File: src/rtl/cfgp_pkg.sv
package cfgp_pkg;
  typedef enum logic [1:0] {
    LK_LOCKED = 2'd0,
    LK_ARMED  = 2'd1,
    LK_OPEN   = 2'd2
  } lock_state_e;

  typedef enum logic {
    RS_LOCAL = 1'b0,
    RS_BACK  = 1'b1
  } rd_src_e;
endpackage

File: src/rtl/cfgp_port_decode.sv
module cfgp_port_decode #(
  parameter int ADDR_W = 16,
  parameter logic [ADDR_W-1:0] IDX_ADDR = 16'h002E,
  parameter logic [ADDR_W-1:0] DAT_ADDR = 16'h002F
) (
  input  logic [ADDR_W-1:0] io_addr,
  input  logic              io_wr,
  input  logic              io_rd,
  output logic              idx_wr,
  output logic              idx_rd,
  output logic              dat_wr,
  output logic              dat_rd
);
  logic hit_idx, hit_dat;

  always_comb begin
    hit_idx = (io_addr == IDX_ADDR);
    hit_dat = (io_addr == DAT_ADDR);
    idx_wr  = hit_idx && io_wr;
    idx_rd  = hit_idx && io_rd;
    dat_wr  = hit_dat && io_wr;
    dat_rd  = hit_dat && io_rd;
  end
endmodule

File: src/rtl/cfgp_key_fsm.sv
module cfgp_key_fsm import cfgp_pkg::*; #(
  parameter int DATA_W = 8,
  parameter logic [DATA_W-1:0] KEY_BYTE  = 8'h87,
  parameter logic [DATA_W-1:0] LOCK_BYTE = 8'hAA
) (
  input  logic              clk,
  input  logic              rst,
  input  logic              idx_wr,
  input  logic [DATA_W-1:0] wdata,
  output logic              unlocked
);
  lock_state_e state_q;

  always_ff @(posedge clk) begin
    if (rst) begin
      state_q <= LK_LOCKED;
    end else if (idx_wr) begin
      case (state_q)
        LK_LOCKED: state_q <= (wdata == KEY_BYTE) ? LK_ARMED : LK_LOCKED;
        LK_ARMED:  state_q <= (wdata == KEY_BYTE) ? LK_OPEN  : LK_LOCKED;
        LK_OPEN:   state_q <= (wdata == LOCK_BYTE) ? LK_LOCKED : LK_OPEN;
        default:   state_q <= LK_LOCKED;
      endcase
    end
  end

  assign unlocked = (state_q == LK_OPEN);

  AST_OPEN_NEEDS_KEY: assert property (@(posedge clk) disable iff (rst)
    $rose(unlocked) |-> $past(idx_wr && (wdata == KEY_BYTE)));
  AST_LOCK_BYTE_CLOSES: assert property (@(posedge clk) disable iff (rst)
    (unlocked && idx_wr && (wdata == LOCK_BYTE)) |=> !unlocked);
  AST_STATE_LEGAL: assert property (@(posedge clk) disable iff (rst)
    state_q != 2'd3);
endmodule

File: src/rtl/cfgp_bank_regs.sv
module cfgp_bank_regs #(
  parameter int DATA_W = 8,
  parameter logic [DATA_W-1:0] LDN_INDEX = 8'h07,
  parameter logic [DATA_W-1:0] LOCK_BYTE = 8'hAA
) (
  input  logic              clk,
  input  logic              rst,
  input  logic              unlocked,
  input  logic              idx_wr,
  input  logic              dat_wr,
  input  logic [DATA_W-1:0] wdata,
  output logic [DATA_W-1:0] index_q,
  output logic [DATA_W-1:0] ldn_q,
  output logic              ldn_hit
);
  always_comb ldn_hit = (index_q == LDN_INDEX);

  always_ff @(posedge clk) begin
    if (rst) begin
      index_q <= '0;
      ldn_q   <= '0;
    end else begin
      if (unlocked && idx_wr && (wdata != LOCK_BYTE)) index_q <= wdata;
      if (unlocked && dat_wr && ldn_hit)               ldn_q   <= wdata;
    end
  end

  AST_LDN_HOLD_LOCKED: assert property (@(posedge clk) disable iff (rst)
    !unlocked |=> $stable(ldn_q));
  AST_INDEX_HOLD_LOCKED: assert property (@(posedge clk) disable iff (rst)
    !unlocked |=> $stable(index_q));
endmodule

File: src/rtl/keyed_cfg_port.sv
module keyed_cfg_port import cfgp_pkg::*; #(
  parameter int ADDR_W = 16,
  parameter int DATA_W = 8,
  parameter logic [ADDR_W-1:0] IDX_ADDR  = 16'h002E,
  parameter logic [ADDR_W-1:0] DAT_ADDR  = 16'h002F,
  parameter logic [DATA_W-1:0] KEY_BYTE  = 8'h87,
  parameter logic [DATA_W-1:0] LOCK_BYTE = 8'hAA,
  parameter logic [DATA_W-1:0] LDN_INDEX = 8'h07
) (
  input  logic              clk,
  input  logic              rst,
  input  logic [ADDR_W-1:0] io_addr,
  input  logic              io_wr,
  input  logic              io_rd,
  input  logic [DATA_W-1:0] io_wdata,
  output logic [DATA_W-1:0] io_rdata,
  output logic              io_rvalid,
  output logic [DATA_W-1:0] be_index,
  output logic [DATA_W-1:0] be_ldn,
  output logic [DATA_W-1:0] be_wdata,
  output logic              be_wr,
  output logic              be_rd,
  input  logic [DATA_W-1:0] be_rdata
);
  logic idx_wr, idx_rd, dat_wr, dat_rd;
  logic unlocked, ldn_hit;
  logic [DATA_W-1:0] index_q, ldn_q;

  cfgp_port_decode #(.ADDR_W(ADDR_W), .IDX_ADDR(IDX_ADDR), .DAT_ADDR(DAT_ADDR)) u_dec (
    .io_addr(io_addr), .io_wr(io_wr), .io_rd(io_rd),
    .idx_wr(idx_wr), .idx_rd(idx_rd), .dat_wr(dat_wr), .dat_rd(dat_rd)
  );

  cfgp_key_fsm #(.DATA_W(DATA_W), .KEY_BYTE(KEY_BYTE), .LOCK_BYTE(LOCK_BYTE)) u_fsm (
    .clk(clk), .rst(rst), .idx_wr(idx_wr), .wdata(io_wdata), .unlocked(unlocked)
  );

  cfgp_bank_regs #(.DATA_W(DATA_W), .LDN_INDEX(LDN_INDEX), .LOCK_BYTE(LOCK_BYTE)) u_regs (
    .clk(clk), .rst(rst), .unlocked(unlocked), .idx_wr(idx_wr), .dat_wr(dat_wr),
    .wdata(io_wdata), .index_q(index_q), .ldn_q(ldn_q), .ldn_hit(ldn_hit)
  );

  logic be_acc, rd_any;
  always_comb begin
    be_acc = unlocked && (dat_wr || dat_rd) && !ldn_hit;
    rd_any = idx_rd || dat_rd;
  end

  // back-end strobe stage
  always_ff @(posedge clk) begin
    if (rst) begin
      be_wr    <= 1'b0;
      be_rd    <= 1'b0;
      be_index <= '0;
      be_ldn   <= '0;
      be_wdata <= '0;
    end else begin
      be_wr <= be_acc && dat_wr;
      be_rd <= be_acc && dat_rd;
      if (be_acc) begin
        be_index <= index_q;
        be_ldn   <= ldn_q;
        be_wdata <= io_wdata;
      end
    end
  end

  // two-stage host read pipeline
  rd_src_e           src_q;
  logic              rpend_q;
  logic [DATA_W-1:0] snap_q;

  always_ff @(posedge clk) begin
    if (rst) begin
      src_q     <= RS_LOCAL;
      rpend_q   <= 1'b0;
      snap_q    <= '0;
      io_rvalid <= 1'b0;
      io_rdata  <= '0;
    end else begin
      rpend_q <= rd_any;
      if (rd_any) begin
        if (!unlocked) begin
          src_q  <= RS_LOCAL;
          snap_q <= '1;
        end else if (idx_rd) begin
          src_q  <= RS_LOCAL;
          snap_q <= index_q;
        end else if (ldn_hit) begin
          src_q  <= RS_LOCAL;
          snap_q <= ldn_q;
        end else begin
          src_q  <= RS_BACK;
          snap_q <= '1;
        end
      end
      io_rvalid <= rpend_q;
      if (rpend_q) io_rdata <= (src_q == RS_BACK) ? be_rdata : snap_q;
    end
  end

  AST_ONE_REQUEST: assert property (@(posedge clk) disable iff (rst)
    !(io_wr && io_rd));
  AST_STROBES_EXCLUSIVE: assert property (@(posedge clk) disable iff (rst)
    !(be_wr && be_rd));
  AST_WR_ONLY_WHEN_OPEN: assert property (@(posedge clk) disable iff (rst)
    be_wr |-> $past(unlocked && io_wr));
  AST_WR_SINGLE_CYCLE: assert property (@(posedge clk) disable iff (rst)
    be_wr |=> !be_wr);
  AST_RD_FOLLOWS_REQ: assert property (@(posedge clk) disable iff (rst)
    be_rd |-> $past(io_rd && (io_addr == DAT_ADDR)));
  AST_RVALID_DECODED: assert property (@(posedge clk) disable iff (rst)
    io_rvalid |-> $past(rpend_q));
endmodule

File: config.mk
export PLATFORM = sky130hd
export DESIGN_NAME = keyed_cfg_port
export DESIGN_NICKNAME = d
export VERILOG_FILES = /design/src/rtl/cfgp_pkg.sv /design/src/rtl/cfgp_port_decode.sv /design/src/rtl/cfgp_key_fsm.sv /design/src/rtl/cfgp_bank_regs.sv /design/src/rtl/keyed_cfg_port.sv
export SDC_FILE = /design/constraint.sdc
export NUM_CORES = 1
export LEC_CHECK = 0
export BUFFER_PORTS_ARGS = -buffer_cell sky130_fd_sc_hd__buf_2
export CAP_MARGIN = 20
export CORE_UTILIZATION = 30
export CTS_CLUSTER_DIAMETER = 60
export DETAILED_ROUTE_END_ITERATION = 16
export HOLD_SLACK_MARGIN = 0.1
export PLACE_DENSITY = 0.6
export SLEW_MARGIN = 30
export SYNTH_ARGS = -nofsm -noshare
export SYNTH_HDL_FRONTEND = slang
export SYNTH_SLANG_ARGS = --single-unit
export TNS_END_PERCENT = 10
File: constraint.sdc
create_clock -name clk -period 1.9 [get_ports clk]
set_input_delay 0.095 -clock clk [delete_from_list [all_inputs] [get_ports clk]]
set_output_delay 0.095 -clock clk [all_outputs]
set_load 0.05 [all_outputs]
==> results.md, run 1 <==
- Min-delay src: be_rdata[7]
- Sequential power share: 0.531
- Sequential fraction of the synthesis area: 0.444
- Max-Cap Viols: 0
- Clock group share of total power: 0.414
- Hold Slack: 0.109 ns
- H-tree depth: 3
- Final hold violation count: 0
- Final HPWL DP: 5990 µm
- Critical Path RT: 2.18 ns
- CTS tree: yes
- PortBufs: 70
- Switching Fraction: 0.240
- Total GRT Usage: 0.175
- Fin crit period: 1.69 ns
- Routed vias: 2,833
- Clk_lat worst skew: 0.35 ns
- DRC Markers: 2
- Largest net degree at the start of global routing: 27
- Critical-path maximum fanout: 24
- Row count: 35
- Total Power: 2.49 mW
- Initial DRT Pass Iterations: 10
- Commonest non-fill, non-tap cell in the layout: buf_2
- Path depth of the worst reg2reg path: 5
- Clk pin slew, worst setup/hold paths: 0.07 ns
- Pwr per Cell Area: 663 mW/mm²
- FF-to-FF setup slack: 0.21 ns
- Worst Hold Class: in2reg
- Critical Path Slowest Stage Cell: a2111oi_4
- Setup TNS: 0 ns
- Startpoint Class: register
- Antenna diodes: 0
- Critical path class: reg2reg
- RSZ-0062 raised after global routing: false
- Final period util: 0.891
- Per-cell routed wire length: 15.5 µm
- CTS resizes: 0
- Clock Sinks: 63
- Number of setup violations in the final report: 0
- Clock root cell: clkbuf_8
- Initial DRC count: 206
- Ys flop type: dfxtp_1
- Largest delay share family, worst path: compound AO/OA/AOI/OAI gates
- CTS Buf Count: 9
- Post-Syn Area per Cell: 8.79 µm²
- CP arrival: 1.98 ns
- Cell Area, Synth: 0.00284 mm²
- Die height: 99.3 µm
- Final cell count without fillers: 532
- Net Sw Power: 596 µW
- Synthesized instance count: 323
- Share of layout cells above drive strength 1: 0.276
- Area Growth Syn to Fin: 32.0%
- Max stage delay on crit path: 0.36 ns
- LEAKAGE: 1.37 nW
- Initial antenna violation count: 0
- Vias in the first global route: 2,765
- Starting Density: 0.309
- Fmax: 0.591 GHz
- Post-place setup slack: -0.0740 ns
- VDD IR max: 0.000226 V
- Routed wire length: 8240 µm
- DRT antenna net count: 0
- Finished Core Util: 0.407
- Async S/R FF share, synth: 0
- Comb pwr share: 0.055
- DIE WIDTH: 99.3 µm
- Core ar.: 0.00920 mm²
- Post-synth EDFFs: 0
- Hold endpoint: io_rdata[7]
- DIE AREA: 0.00986 mm²
- Finished Cell Area: 0.00375 mm²
- Clk_skew: 0.00892 ns
- Flops & latches, synth: 63
- Slew HR: 0.650
- Dpl cell area: 0.00341 mm²
- Nets: 452
- Final worst slack: 0.207 ns
- Failing checks: DRC
- RR Endpoint: be_index[0]
- Hold depth: 3
- Most frequent cells in the layout: 70 x buf_2, 63 x dfxtp_1, 40 x a21oi_1, 35 x nand3_1, 25 x nand4_1
- Crit end category: register
- RD Place Congestion: 0.884
- Gr ovfl total: 0
- FILL cells: 958
- Pint: 1.89 mW
- Outcome: finished, violations left
- Via-per-instance ratio: 5.33
- Critical path, cell by cell: and4b_1 -> a2111oi_4 -> buf_4 -> nand3_1 -> a21oi_1
- WP buf/inv: 1
- Reg2reg start: u_regs.index_q[0]
- Clk buf depth: 2
- Synth warnings: 0
- Slew @ Worst Pin: 0.523 ns
- Number of distinct library cells after synthesis: 37
- I/O pin total: 71
- Final-report max-slew violation count: 0
- Global-route wire length before repair: 13,500 µm
- Dpl cells: 500
- Post-Syn Nets: 359
[flip-flops by register name (all words and copies together), names as in the netlist, 2 cells and up]
signal and cells:
be_index 8, be_ldn 8, be_wdata 8, io_rdata 8, snap_q 8, u_fsm.state_q 2
u_regs.index_q 8, u_regs.ldn_q 8
[cell usage after synthesis, types with 2 or more instances]
| cell type | instances | area (µm²) |
|---|---|---|
| dfxtp_1 | 63 | 1260 |
| a21oi_1 | 40 | 200 |
| nand3_1 | 35 | 175 |
| nand4_1 | 25 | 156 |
| clkbuf_1 | 24 | 90.1 |
| o21ai_1 | 24 | 120 |
| o31ai_1 | 16 | 120 |
| nor2_1 | 15 | 56.3 |
| o211ai_1 | 9 | 67.6 |
| a211oi_1 | 8 | 60.1 |
| mux2i_1 | 8 | 80.1 |
| o2111ai_1 | 8 | 70.1 |
| nand2_1 | 5 | 18.8 |
| nor2b_1 | 4 | 25.0 |
| nor3_1 | 4 | 20.0 |
| inv_1 | 3 | 11.3 |
| nand2b_1 | 3 | 18.8 |
| nor4_2 | 3 | 37.5 |
| or4_1 | 3 | 22.5 |
| and2_1 | 2 | 12.5 |
| and3_1 | 2 | 12.5 |
| buf_6 | 2 | 22.5 |
| nor4_4 | 2 | 42.5 |
| or4b_1 | 2 | 20.0 |
[power groups by stage]
| stage | logic [mW] | clock network, mW | registers, mW |
|---|---|---|---|
| 6_report | 0.137 | 1.03 | 1.32 |
| 3_5_place_dp | 0.111 | 0 | 1.35 |
| 3_3_place_gp | 0.110 | 0 | 1.35 |
| 4_1_cts | 0.137 | 1.06 | 1.32 |
| 2_1_floorplan | 0.0438 | 0 | 1.35 |
| 5_1_grt | 0.150 | 1.13 | 1.32 |
[routing by layer]
layer	global-route usage	wire length (µm)	part of all wire	vias to the layer above
met3	0.0323	326	0.040	12
met2	0.287	3880	0.47	61
met5	0	0	0	-
li1	-	-	-	1438
met4	0.0758	113	0.014	0
met1	0.224	3930	0.48	1322
[worst reg2reg max path: stages (launching register included)]
cell and delay [ns]:
dfxtp_1 0.35, and4b_1 0.30, a2111oi_4 0.36, buf_4 0.32
nand3_1 0.14, a21oi_1 0.15
[repair_timing]
item / in CTS / in global routing
setup buffers: 0 / 0
endpoints found under the hold margin: 31 / 0
setup endpoints to repair: 0 / 0
hold buffers: 16 / 0
[worst max path at each step]
stage,start,end,slack (ns),cells after the start
finish,u_regs.index_q[0],be_index[0],0.21,5
global route,io_wdata[6],u_regs.index_q[6],0.11,6
CTS,u_regs.index_q[0],be_index[5],0.20,5
detailed placement,io_addr[13],src_q,-0.07,6
global placement,io_addr[4],snap_q[7],-0.04,6
floorplan,io_addr[9],u_regs.ldn_q[4],0.02,7
[final cells by class]
cell class	instances	area, µm²	area share
Tap cell	111	139	0.0371
Clock inverter	5	33.8	0.00902
Multi-Input combinational cell	229	1460	0.389
Clock buffer	11	141	0.0377
Sequential cell	63	1260	0.337
Inverter	3	11.3	0.00301
Timing Repair Buffer	110	703	0.188
[cells by family (layout without fill, tap and decap cells)]
| logic type | after synthesis | count (layout) | synth area share |
|---|---|---|---|
| and+or+nand+nor | 111 | 111 | 0.237 |
| AOI/OAI and AO/OA | 110 | 110 | 0.244 |
| DFF | 63 | 63 | 0.444 |
| buffers and inverters | 31 | 129 | 0.0467 |
| muxes | 8 | 8 | 0.0282 |
Power figures use the tool's default switching activity.
==> run 2, diff against run 1 <==
- CELL_PAD_IN_SITES_DETAIL_PLACEMENT: unset -> 1
- CELL_PAD_IN_SITES_GLOBAL_PLACEMENT: unset -> 1
- CORE_MARGIN: unset -> 2
- PLACE_DENSITY: 0.6 -> 0.74
==> results.md, run 2 (synthesis results as in run 1) <==
- Final worst slack: 0.170 ns (-0.0373 ns)
- Crit end category: register
- Path depth of the worst reg2reg path: 5 (unchanged)
- Routed vias: 2,863 (+1.1%)
- Clock root cell: clkbuf_8
- Dpl cell area: 0.00344 mm² (+0.73%)
- Commonest non-fill, non-tap cell in the layout: buf_2
- Worst Hold Class: in2reg
- Hold Slack: 0.117 ns (+0.00816 ns)
- CTS resizes: 0 (unchanged)
- Net Sw Power: 583 µW (-2.3%)
- Final period util: 0.910 (+0.0196)
- Number of setup violations in the final report: 0 (unchanged)
- Post-place setup slack: -0.107 ns (-0.0335 ns)
- Per-cell routed wire length: 16.9 µm (+9.2%)
- Via-per-instance ratio: 5.45 (+2.4%)
- Clock group share of total power: 0.417 (+0.003)
- Clock Sinks: 63 (unchanged)
- Startpoint Class: register
- DIE AREA: 0.0103 mm² (+4.1%)
- Starting Density: 0.309 (unchanged)
- Max-Cap Viols: 0 (unchanged)
- I/O pin total: 71 (unchanged)
- LEAKAGE: 1.36 nW (-0.94%)
- VDD IR max: 0.000431 V (+91%)
- Initial DRC count: 90 (-56%)
- Finished Core Util: 0.404 (-0.00395)
- DRT antenna net count: 0 (unchanged)
- Largest net degree at the start of global routing: 23 (-15%)
- Clk_lat worst skew: 0.35 ns (about the same)
- Final hold violation count: 0 (unchanged)
- Pwr per Cell Area: 671 mW/mm² (+1.1%)
- H-tree depth: 3 (unchanged)
- Clk pin slew, worst setup/hold paths: 0.06 ns (about the same)
- Sequential power share: 0.530 (about the same)
- Routed wire length: 8880 µm (+7.8%)
- CTS Buf Count: 9 (unchanged)
- Fmax: 0.578 GHz (-2.2%)
- Core ar.: 0.00920 mm² (unchanged)
- Critical Path RT: 2.12 ns (-0.06 ns)
- Nets: 447 (-1.1%)
- Hold depth: 3 (unchanged)
- Vias in the first global route: 2,968 (+7.3%)
- CP arrival: 1.95 ns (-0.03 ns)
- Initial antenna violation count: 0 (unchanged)
- Gr ovfl total: 0 (unchanged)
- CTS tree: yes
- Slew HR: 0.636 (-0.0143)
- Row count: 35 (unchanged)
- Initial DRT Pass Iterations: 4 (-6)
- Outcome: finished, final reports clean
- Final HPWL DP: 6750 µm (+13%)
- Most frequent cells in the layout: 70 x buf_2, 63 x dfxtp_1, 40 x a21oi_1, 35 x nand3_1, 25 x nand4_1
- Fin crit period: 1.73 ns (+0.0373 ns)
- Share of layout cells above drive strength 1: 0.273 (-0.00259)
- RSZ-0062 raised after global routing: false
- Post-CTS Setup Repair Bufs: 0 (unchanged)
- Switching Fraction: 0.234 (-0.00590)
- DIE WIDTH: 101 µm (+2.0%)
- Critical-path maximum fanout: 8 (-67%)
- Total GRT Usage: 0.183 (+0.00859)
- Antenna diodes: 0 (unchanged)
- Clk buf depth: 2 (unchanged)
- Critical path class: reg2reg
- Pint: 1.91 mW (+0.93%)
- Setup TNS: 0 ns (unchanged)
- RD Place Congestion: 0.871 (-1.5%)
- Slew @ Worst Pin: 0.546 ns (+0.0227 ns)
- Clk_skew: 0.00722 ns (-0.00169 ns)
- Final-report max-slew violation count: 0 (unchanged)
- Global-route wire length before repair: 14,700 µm (+8.3%)
- Comb pwr share: 0.053 (-0.002)
- Die height: 101 µm (+2.0%)
- Finished Cell Area: 0.00371 mm² (-0.97%)
- PortBufs: 70 (unchanged)
- DRC Markers: 0 (-2)
- Area Growth Syn to Fin: 30.7%
[run 2: what timing repair did]
action                                 in CTS  in global routing
endpoints found under the hold margin      25                  0
hold buffers                               11                  0
setup endpoints to repair                   0                  0
[run 2: metrics by stage]
step / total power, mW / cells
3_3_place_gp: 1.46 / 500
3_5_place_dp: 1.46 / 500
6_report: 2.49 / 525
2_1_floorplan: 1.39 / 323
4_1_cts: 2.52 / 525
5_1_grt: 2.59 / 525
[run 2: worst paths after layout]
path,slack (ns),from,end
min reg2reg,0.48,be_wdata[0],be_wdata[0]
max,0.17,u_regs.index_q[3],u_regs.ldn_q[5]
min,0.12,be_rdata[6],io_rdata[6]
max reg2reg,0.17,u_regs.index_q[3],u_regs.ldn_q[5]
[run 2: cell type report]
cell class	count	area, µm²
fillers	1116	5490
multi-input cells	229	1460
flip-flops and latches	63	1260
repair buffers	105	678
clock buffers	13	159
well taps	111	139
inverters	3	11.3
clock inverters	1	5.00
[run 2: critical path, stage by stage, from the launching register on]
cell and delay [ns]:
dfxtp_1 0.35, nor4_2 0.32, buf_4 0.20, nand3_1 0.28, o31ai_1 0.35, a21oi_1 0.11
[run 2: power by group through the flow]
stage / clock, mW / combinational [mW] / sequential (mW)
CTS: 1.07 / 0.132 / 1.32
detailed placement: 0 / 0.114 / 1.35
finish: 1.04 / 0.132 / 1.32
floorplan: 0 / 0.0438 / 1.35
global placement: 0 / 0.111 / 1.35
global route: 1.13 / 0.145 / 1.32
[run 2: layer usage]
| metal | GRT usage | part of all wire |
|---|---|---|
| met1 | 0.225 | 0.45 |
| met2 | 0.322 | 0.50 |
| met3 | 0.0483 | 0.045 |
| met4 | 0.0405 | 0.0070 |
| met5 | 0 | 0 |
